--- config.mk ---
export PLATFORM = sky130hd
export DESIGN_NAME = lcd_freq_readout
export DESIGN_NICKNAME = d
export VERILOG_FILES = /design/src/rtl/lcd_freq_pkg.sv /design/src/rtl/lcd_bcd_ascii.sv /design/src/rtl/lcd_freq_dp.sv /design/src/rtl/lcd_freq_ctl.sv /design/src/rtl/lcd_freq_readout.sv
export SDC_FILE = /design/constraint.sdc
export NUM_CORES = 1
export LEC_CHECK = 0
export ABC_CLOCK_PERIOD_IN_PS = 3400
export CORE_MARGIN = 1
export CORE_UTILIZATION = 50
export CTS_CLUSTER_DIAMETER = 100
export DETAILED_ROUTE_END_ITERATION = 12
export DONT_BUFFER_PORTS = 1
export PLACE_DENSITY = 0.68
export SLEW_MARGIN = 20
export SYNTH_ARGS = -nofsm -noshare
export SYNTH_HDL_FRONTEND = slang
export SYNTH_SLANG_ARGS = --single-unit
--- constraint.sdc ---
create_clock -name clk -period 3.4 [get_ports clk]
set_input_delay 0 -clock clk [delete_from_list [all_inputs] [get_ports clk]]
set_output_delay 0 -clock clk [all_outputs]
set_load 0.005 [all_outputs]
--- src/rtl/lcd_freq_pkg.sv ---
package lcd_freq_pkg;

  localparam int STEP_W = 5;

  // Command bytes
  localparam logic [7:0] CMD_FUNC   = 8'h38;
  localparam logic [7:0] CMD_DISPON = 8'h0C;
  localparam logic [7:0] CMD_CLEAR  = 8'h01;
  localparam logic [7:0] CMD_ENTRY  = 8'h06;
  localparam logic [7:0] CMD_HOME   = 8'h80;

  // Step numbering: start-up commands, then the refresh sequence
  localparam int STEP_LAST_INIT   = 4;
  localparam int STEP_REFRESH     = 5;
  localparam int STEP_FIRST_TEXT  = 6;
  localparam int STEP_FIRST_DIGIT = 11;

  typedef enum logic [1:0] {
    ST_IDLE  = 2'd0,
    ST_PULSE = 2'd1,
    ST_GAP   = 2'd2
  } seqState_e;

  typedef struct packed {
    logic              snapshot;
    logic [STEP_W-1:0] step;
  } ctlStrobes_t;

endpackage

--- src/rtl/lcd_bcd_ascii.sv ---
module lcd_bcd_ascii (
  input  logic [3:0] bcd,
  output logic [7:0] ascii
);
  assign ascii = 8'h30 + {4'h0, bcd};
endmodule

--- src/rtl/lcd_freq_dp.sv ---
module lcd_freq_dp
  import lcd_freq_pkg::*;
#(
  parameter int DIGITS = 6
) (
  input  logic                  clk,
  input  logic                  rstN,
  input  logic                  newValue,
  input  logic [4*DIGITS-1:0]   digitsIn,
  input  ctlStrobes_t           ctl,
  output logic [7:0]            curByte,
  output logic                  curRs,
  output logic                  longWait
);
  localparam int NIB_W = 4 * DIGITS;

  logic [NIB_W-1:0]      latched;
  logic [NIB_W-1:0]      shown;
  logic [8*DIGITS-1:0]   asciiFlat;

  always_ff @(posedge clk) begin
    if (!rstN) begin
      latched <= '0;
      shown   <= '0;
    end else begin
      if (newValue)     latched <= digitsIn;
      if (ctl.snapshot) shown   <= latched;
    end
  end

  for (genvar g = 0; g < DIGITS; g++) begin : g_digit
    lcd_bcd_ascii conv_i (
      .bcd   (shown[4*g +: 4]),
      .ascii (asciiFlat[8*g +: 8])
    );
  end

  always_comb begin
    curByte = 8'h00;
    unique case (ctl.step)
      STEP_W'(0):                     curByte = CMD_FUNC;
      STEP_W'(1):                     curByte = CMD_DISPON;
      STEP_W'(2):                     curByte = CMD_CLEAR;
      STEP_W'(3):                     curByte = CMD_ENTRY;
      STEP_W'(STEP_LAST_INIT):        curByte = CMD_HOME;
      STEP_W'(STEP_REFRESH):          curByte = CMD_HOME;
      STEP_W'(STEP_FIRST_TEXT):       curByte = 8'h46;
      STEP_W'(STEP_FIRST_TEXT + 1):   curByte = 8'h52;
      STEP_W'(STEP_FIRST_TEXT + 2):   curByte = 8'h45;
      STEP_W'(STEP_FIRST_TEXT + 3):   curByte = 8'h51;
      STEP_W'(STEP_FIRST_TEXT + 4):   curByte = 8'h3D;
      STEP_W'(STEP_FIRST_DIGIT + DIGITS):     curByte = 8'h48;
      STEP_W'(STEP_FIRST_DIGIT + DIGITS + 1): curByte = 8'h7A;
      default: begin
        for (int g = 0; g < DIGITS; g++) begin
          if (ctl.step == STEP_W'(STEP_FIRST_DIGIT + DIGITS - 1 - g))
            curByte = asciiFlat[8*g +: 8];
        end
      end
    endcase
  end

  assign curRs    = (ctl.step >= STEP_W'(STEP_FIRST_TEXT));
  assign longWait = !curRs && (curByte == CMD_CLEAR);

endmodule

--- src/rtl/lcd_freq_ctl.sv ---
module lcd_freq_ctl
  import lcd_freq_pkg::*;
#(
  parameter int DIGITS     = 6,
  parameter int EN_CYCLES  = 12,
  parameter int SHORT_WAIT = 2500,
  parameter int LONG_WAIT  = 100000
) (
  input  logic        clk,
  input  logic        rstN,
  input  logic        newValue,
  input  logic        longWait,
  output ctlStrobes_t ctl,
  output logic        lcdEn,
  output logic        lcdDrive
);
  localparam int MAX_WAIT  = (LONG_WAIT > SHORT_WAIT) ? LONG_WAIT : SHORT_WAIT;
  localparam int CNT_MAX   = (MAX_WAIT > EN_CYCLES) ? MAX_WAIT : EN_CYCLES;
  localparam int CNT_W     = $clog2(CNT_MAX + 1);
  localparam logic [STEP_W-1:0] LAST_INIT = STEP_W'(STEP_LAST_INIT);
  localparam logic [STEP_W-1:0] FIRST_REF = STEP_W'(STEP_REFRESH);
  localparam logic [STEP_W-1:0] LAST_STEP = STEP_W'(STEP_FIRST_DIGIT + DIGITS + 1);

  seqState_e         st;
  logic [CNT_W-1:0]  cnt;
  logic [STEP_W-1:0] step;
  logic              initPending;
  logic              refreshReq;
  logic [CNT_W-1:0]  gapLast;
  logic              startRefresh;

  assign gapLast      = longWait ? CNT_W'(LONG_WAIT - 1) : CNT_W'(SHORT_WAIT - 1);
  assign startRefresh = (st == ST_IDLE) && !initPending && refreshReq;

  always_ff @(posedge clk) begin
    if (!rstN) begin
      st          <= ST_IDLE;
      cnt         <= '0;
      step        <= '0;
      initPending <= 1'b1;
      refreshReq  <= 1'b0;
    end else begin
      refreshReq <= newValue | (refreshReq & ~startRefresh);
      unique case (st)
        ST_IDLE: begin
          cnt <= '0;
          if (initPending) begin
            st   <= ST_PULSE;
            step <= '0;
          end else if (refreshReq) begin
            st   <= ST_PULSE;
            step <= FIRST_REF;
          end
        end
        ST_PULSE: begin
          if (cnt == CNT_W'(EN_CYCLES - 1)) begin
            st  <= ST_GAP;
            cnt <= '0;
          end else begin
            cnt <= cnt + 1'b1;
          end
        end
        ST_GAP: begin
          if (cnt == gapLast) begin
            cnt <= '0;
            if (step == LAST_INIT) begin
              initPending <= 1'b0;
              st          <= ST_IDLE;
            end else if (step == LAST_STEP) begin
              st <= ST_IDLE;
            end else begin
              step <= step + 1'b1;
              st   <= ST_PULSE;
            end
          end else begin
            cnt <= cnt + 1'b1;
          end
        end
        default: st <= ST_IDLE;
      endcase
    end
  end

  assign lcdEn        = (st == ST_PULSE);
  assign lcdDrive     = (st == ST_PULSE) || ((st == ST_GAP) && (cnt == '0));
  assign ctl.step     = step;
  assign ctl.snapshot = startRefresh;

endmodule

--- src/rtl/lcd_freq_readout.sv ---
module lcd_freq_readout
  import lcd_freq_pkg::*;
#(
  parameter int DIGITS     = 6,
  parameter int EN_CYCLES  = 12,
  parameter int SHORT_WAIT = 2500,
  parameter int LONG_WAIT  = 100000
) (
  input  logic                clk,
  input  logic                rstN,
  input  logic                newValue,
  input  logic [4*DIGITS-1:0] digitsIn,
  output logic [7:0]          lcdData,
  output logic                lcdRs,
  output logic                lcdEn,
  output logic                lcdDrive
);
  ctlStrobes_t ctl;
  logic [7:0]  curByte;
  logic        curRs;
  logic        longWait;
  logic        enInt;
  logic        driveInt;

  lcd_freq_ctl #(
    .DIGITS(DIGITS), .EN_CYCLES(EN_CYCLES),
    .SHORT_WAIT(SHORT_WAIT), .LONG_WAIT(LONG_WAIT)
  ) ctl_i (
    .clk(clk), .rstN(rstN), .newValue(newValue), .longWait(longWait),
    .ctl(ctl), .lcdEn(enInt), .lcdDrive(driveInt)
  );

  lcd_freq_dp #(.DIGITS(DIGITS)) dp_i (
    .clk(clk), .rstN(rstN), .newValue(newValue), .digitsIn(digitsIn),
    .ctl(ctl), .curByte(curByte), .curRs(curRs), .longWait(longWait)
  );

  assign lcdData  = driveInt ? curByte : 8'h00;
  assign lcdRs    = driveInt & curRs;
  assign lcdEn    = enInt;
  assign lcdDrive = driveInt;

endmodule

==> flow_summary.html <==
<table>
<tr><th>Metric</th><th>Value</th></tr>
<tr><th colspan="2">Finish</th></tr>
<tr><td>Antenna cell count</td><td>0</td></tr>
<tr><td>Post-layout instance area</td><td>0.004667 mm2</td></tr>
<tr><td>Number of standard cells in the final layout excluding fillers</td><td>639</td></tr>
<tr><td>Multi-input combinational cell area</td><td>0.002400 mm2</td></tr>
<tr><td>Fraction of final layout cells with drive strength greater than 1</td><td>0.09870</td></tr>
<tr><td>Area added between synthesis and finish</td><td>14.84%</td></tr>
<tr><td>Number of filler cells placed in the layout</td><td>763</td></tr>
<tr><td>Fin nets</td><td>571</td></tr>
<tr><td>Flip-flop and latch area</td><td>0.001484 mm2</td></tr>
<tr><th colspan="2">Synth</th></tr>
<tr><td>Proportion of synthesized flip-flops having asynchronous set or reset</td><td>0</td></tr>
<tr><td>Instance count of the mapped netlist</td><td>512</td></tr>
<tr><td>Distinct cell type count after synthesis</td><td>68</td></tr>
<tr><td>Most used DFF post-synth</td><td>dfxtp_1</td></tr>
<tr><td>Synthesized cell area</td><td>0.004064 mm2</td></tr>
<tr><td>Count of yosys warnings during synthesis</td><td>0</td></tr>
<tr><td>Post-synth EDFFs</td><td>0</td></tr>
<tr><td>Ranking of synthesized cells by area</td><td>dfxtp_1 36%, nand2_1 7.4%, a21oi_1 7.1%, mux2i_1 6.9%, nor2_1 4.3%</td></tr>
<tr><td>Portion of the post-synthesis area used by sequential elements</td><td>0.3645</td></tr>
<tr><td>Total nets after synthesis</td><td>551</td></tr>
<tr><td>Post-synth top area share</td><td>0.3645</td></tr>
<tr><td>Average cell area after synthesis</td><td>7.937 um2</td></tr>
<tr><td>Cell taking the most area after synthesis</td><td>dfxtp_1</td></tr>
<tr><td>FF+latch count, synth</td><td>74</td></tr>
<tr><th colspan="2">Critical path</th></tr>
<tr><td>Cell-by-cell trace of the critical path</td><td>inv_1 -&gt; ha_1 -&gt; nor4bb_1 -&gt; a31oi_1 -&gt; nand4bb_4 -&gt; o31ai_4 -&gt; nor2_2 -&gt; a21o_1 -&gt; a311oi_2 -&gt; buf_6 -&gt; or2b_1 -&gt; a31oi_1</td></tr>
<tr><td>Critical path's slowest cell</td><td>dfxtp_2</td></tr>
<tr><td>Critical path class</td><td>register to register</td></tr>
<tr><td>Max incr delay on CP</td><td>400 ps</td></tr>
<tr><td>Setup crit start</td><td>ctl_i.step[1]</td></tr>
<tr><td>Logic depth of the worst register-to-register path</td><td>12</td></tr>
<tr><td>Critical path required time</td><td>3680 ps</td></tr>
<tr><td>CP Buf/Inv Count</td><td>2</td></tr>
<tr><td>Cell seen most often among critical-path stages</td><td>a31oi_1</td></tr>
<tr><td>Peak fanout along the critical path</td><td>16</td></tr>
<tr><td>RR Startpoint</td><td>ctl_i.step[1]</td></tr>
<tr><td>Cell family with most CP delay</td><td>compound AO/OA/AOI/OAI gates</td></tr>
<tr><td>Element type at the critical path start</td><td>register</td></tr>
<tr><td>Data arrival time of the critical path</td><td>3490 ps</td></tr>
<tr><td>Crit. path cell count</td><td>12</td></tr>
<tr><td>Element type at the critical path end</td><td>register</td></tr>
<tr><th colspan="2">Floorplan</th></tr>
<tr><td>Area of the placeable core</td><td>0.007807 mm2</td></tr>
<tr><td>Starting Density</td><td>0.5205</td></tr>
<tr><td>Overall die width</td><td>92.16 um</td></tr>
<tr><td>Die Outline Area</td><td>0.008493 mm2</td></tr>
<tr><td>Floorplan die height</td><td>92.16 um</td></tr>
<tr><td>Standard-cell rows</td><td>32</td></tr>
<tr><td>Ports</td><td>38</td></tr>
<tr><th colspan="2">Timing</th></tr>
<tr><td>Post-layout worst setup margin</td><td>194.7 ps</td></tr>
<tr><td>Clock tree skew after final layout</td><td>11.51 ps</td></tr>
<tr><td>Final worst hold slack</td><td>18.29 ps</td></tr>
<tr><td>Final hold violations</td><td>0</td></tr>
<tr><td>Period Utilization, post-route</td><td>0.9427</td></tr>
<tr><td>Worst slew slack as a fraction of its limit</td><td>0.3463</td></tr>
<tr><td>Crit path time final</td><td>3205 ps</td></tr>
<tr><td>Slew @ Worst Pin</td><td>967.8 ps</td></tr>
<tr><td>Count of pins over their slew limit</td><td>0</td></tr>
<tr><td>Top achievable clock speed</td><td>312.0 MHz</td></tr>
<tr><td>Final count of negative-setup-slack endpoints</td><td>0</td></tr>
<tr><td>Total Neg Setup Slack</td><td>0 ps</td></tr>
<tr><th colspan="2">Clocking</th></tr>
<tr><td>Number of buffers created by CTS</td><td>9</td></tr>
<tr><td>Max H-tree Level</td><td>3</td></tr>
<tr><td>Worst-path clk slew</td><td>80 ps</td></tr>
<tr><td>Insertion delay to the later sink of the worst-skew pair</td><td>350 ps</td></tr>
<tr><td>Clock tree from TritonCTS</td><td>yes</td></tr>
<tr><td>Postcts setup bufs</td><td>0</td></tr>
<tr><td>Root Buffer</td><td>clkbuf_8</td></tr>
<tr><td>Clk buf depth</td><td>2</td></tr>
<tr><td>CTS sink count</td><td>74</td></tr>
<tr><th colspan="2">GRT</th></tr>
<tr><td>Vias in the first global route</td><td>3415</td></tr>
<tr><td>GR Util All Layers</td><td>0.2351</td></tr>
<tr><td>Antenna violations before repair</td><td>0</td></tr>
<tr><td>Grt total ovfl</td><td>0</td></tr>
<tr><td>Maximum number of pins on one net before global-route repair</td><td>57</td></tr>
<tr><td>First-pass GRT wire length</td><td>16.05 mm</td></tr>
<tr><th colspan="2">Route</th></tr>
<tr><td>Number of violations reported at the end of detailed-routing iteration 0</td><td>175</td></tr>
<tr><td>Count of unresolved DRC violations after routing</td><td>0</td></tr>
<tr><td>Count of antenna-violating nets left after detailed routing</td><td>0</td></tr>
<tr><td>Ratio of routed vias to standard cells</td><td>5.734</td></tr>
<tr><td>Routed length per instance</td><td>15.05 um</td></tr>
<tr><td>Number of search-and-repair iterations in the first detailed-routing pass</td><td>5</td></tr>
<tr><td>Total number of vias</td><td>3664</td></tr>
<tr><td>Total routed wirelength</td><td>9.617 mm</td></tr>
<tr><th colspan="2">Placed design</th></tr>
<tr><td>Area post-placement</td><td>0.004148 mm2</td></tr>
<tr><td>Cell Count Post-Placement</td><td>597</td></tr>
<tr><td>Port Buffer Count</td><td>0</td></tr>
<tr><td>Setup slack after placement</td><td>65.65 ps</td></tr>
<tr><td>Routability congestion estimate</td><td>0.8668</td></tr>
<tr><td>Final HPWL from detailed placement</td><td>6.551 mm</td></tr>
<tr><th colspan="2">Outcome</th></tr>
<tr><td>Status</td><td>complete, no violations</td></tr>
<tr><th colspan="2">Hold path</th></tr>
<tr><td>Worst Hold Launch</td><td>rstN</td></tr>
<tr><td>Number of cells on the worst hold path</td><td>2</td></tr>
<tr><td>Worst min-delay path category</td><td>input pin to register</td></tr>
<tr><th colspan="2">Power</th></tr>
<tr><td>Static leakage power</td><td>1.777 nW</td></tr>
<tr><td>P per Cell Area</td><td>433.0 mW/mm2</td></tr>
<tr><td>Peak supply drop</td><td>0.0002502 V</td></tr>
<tr><th colspan="2">Run</th></tr>
<tr><td>Number of max-cap violations</td><td>0</td></tr>
</table>
synthesized netlist by cell type, drive strengths merged (4+ instances only):
master and instances:
and3 13, nor2 48, o22ai 5, inv 17
a31oi 13, nand3b 4, o21ai 16, dfxtp 74
nand2b 6, nor3 5, mux2i 28, a21oi 58
nand2 80, ha 12, nor2b 11, buf 14
nor4 5, o31ai 4, nand3 24, clkbuf 18
or2b 4
layout by cell type, fill, tap and decap left out, drive strengths merged, types with 3 or more instances in the layout:
cell	instances
ha	12
clkinv	3
or2b	4
a31oi	13
and3	13
mux2i	28
a21oi	58
inv	18
nand2	80
nand2b	6
buf	16
dlygate4sd3	25
or3	3
nor2	48
o22ai	5
and2	3
nand3	24
clkbuf	10
nand3b	4
o31ai	4
nor3	5
dfxtp	74
xnor2	3
o21ai	16
a211oi	3
a22o	3
nor2b	11
o211ai	3
nor4	5
cells by family after synthesis:
logic type,count (synthesis),share of synthesized area
simple gates,224,0.2756
compound gates,120,0.1847
flops,74,0.3645
buf+inv,49,0.05726
mux,30,0.07451
fa+ha+maj,12,0.03694
xor+xnor,3,0.006467
flip-flops by register name, indices dropped and copies added, names as in the netlist:
register,cells
ctl_i.initPending,1
ctl_i.st,2
dp_i.shown,24
ctl_i.step,5
ctl_i.cnt,17
dp_i.latched,24
ctl_i.refreshReq,1
timing repair:
item                                    CTS  global route
hold endpoints to repair                 31             0
hold buffers                             26             0
gates resized for setup                   0            10
endpoints found under the setup margin    0            19
per-stage QoR:
step	total power, mW	util
5_1_grt	2.129	0.5978
3_3_place_gp	1.310	0.5313
4_1_cts	2.030	0.5905
2_1_floorplan	1.249	-
6_report	2.021	0.5978
3_5_place_dp	1.321	0.5313
per-layer routing:
metal | vias to the layer above | part of all wire | routed length (um) | track usage
met5 | - | 0 | 0 | 0
li1 | 1846 | - | - | -
met3 | 8 | 0.058 | 562 | 0.05887
met2 | 101 | 0.45 | 4339 | 0.3619
met4 | 0 | 0.0095 | 91 | 0.07031
met1 | 1709 | 0.48 | 4625 | 0.3233
worst paths after layout:
check / end / slack, ps
setup / recovery: ctl_i.cnt[10] / 190
hold / removal: ctl_i.cnt[12] / 20
setup reg to reg: ctl_i.cnt[10] / 190
hold reg to reg: dp_i.shown[3] / 450
power breakdown:
part	total (mW)	internal (mW)	switching, mW
Combinational	0.417	0.157	0.260
Sequential	0.927	0.898	0.0286
Clock	0.678	0.341	0.337
final cells by class:
type                            instances  area share
Clock inverter                          6     0.01394
Sequential cell                        74      0.3180
Timing Repair Buffer                   41     0.08552
Clock buffer                           10     0.02735
Multi-Input combinational cell        389      0.5142
Tap cell                              102     0.02735
Inverter                               17     0.01367
(Power assumes the default switching activity.)
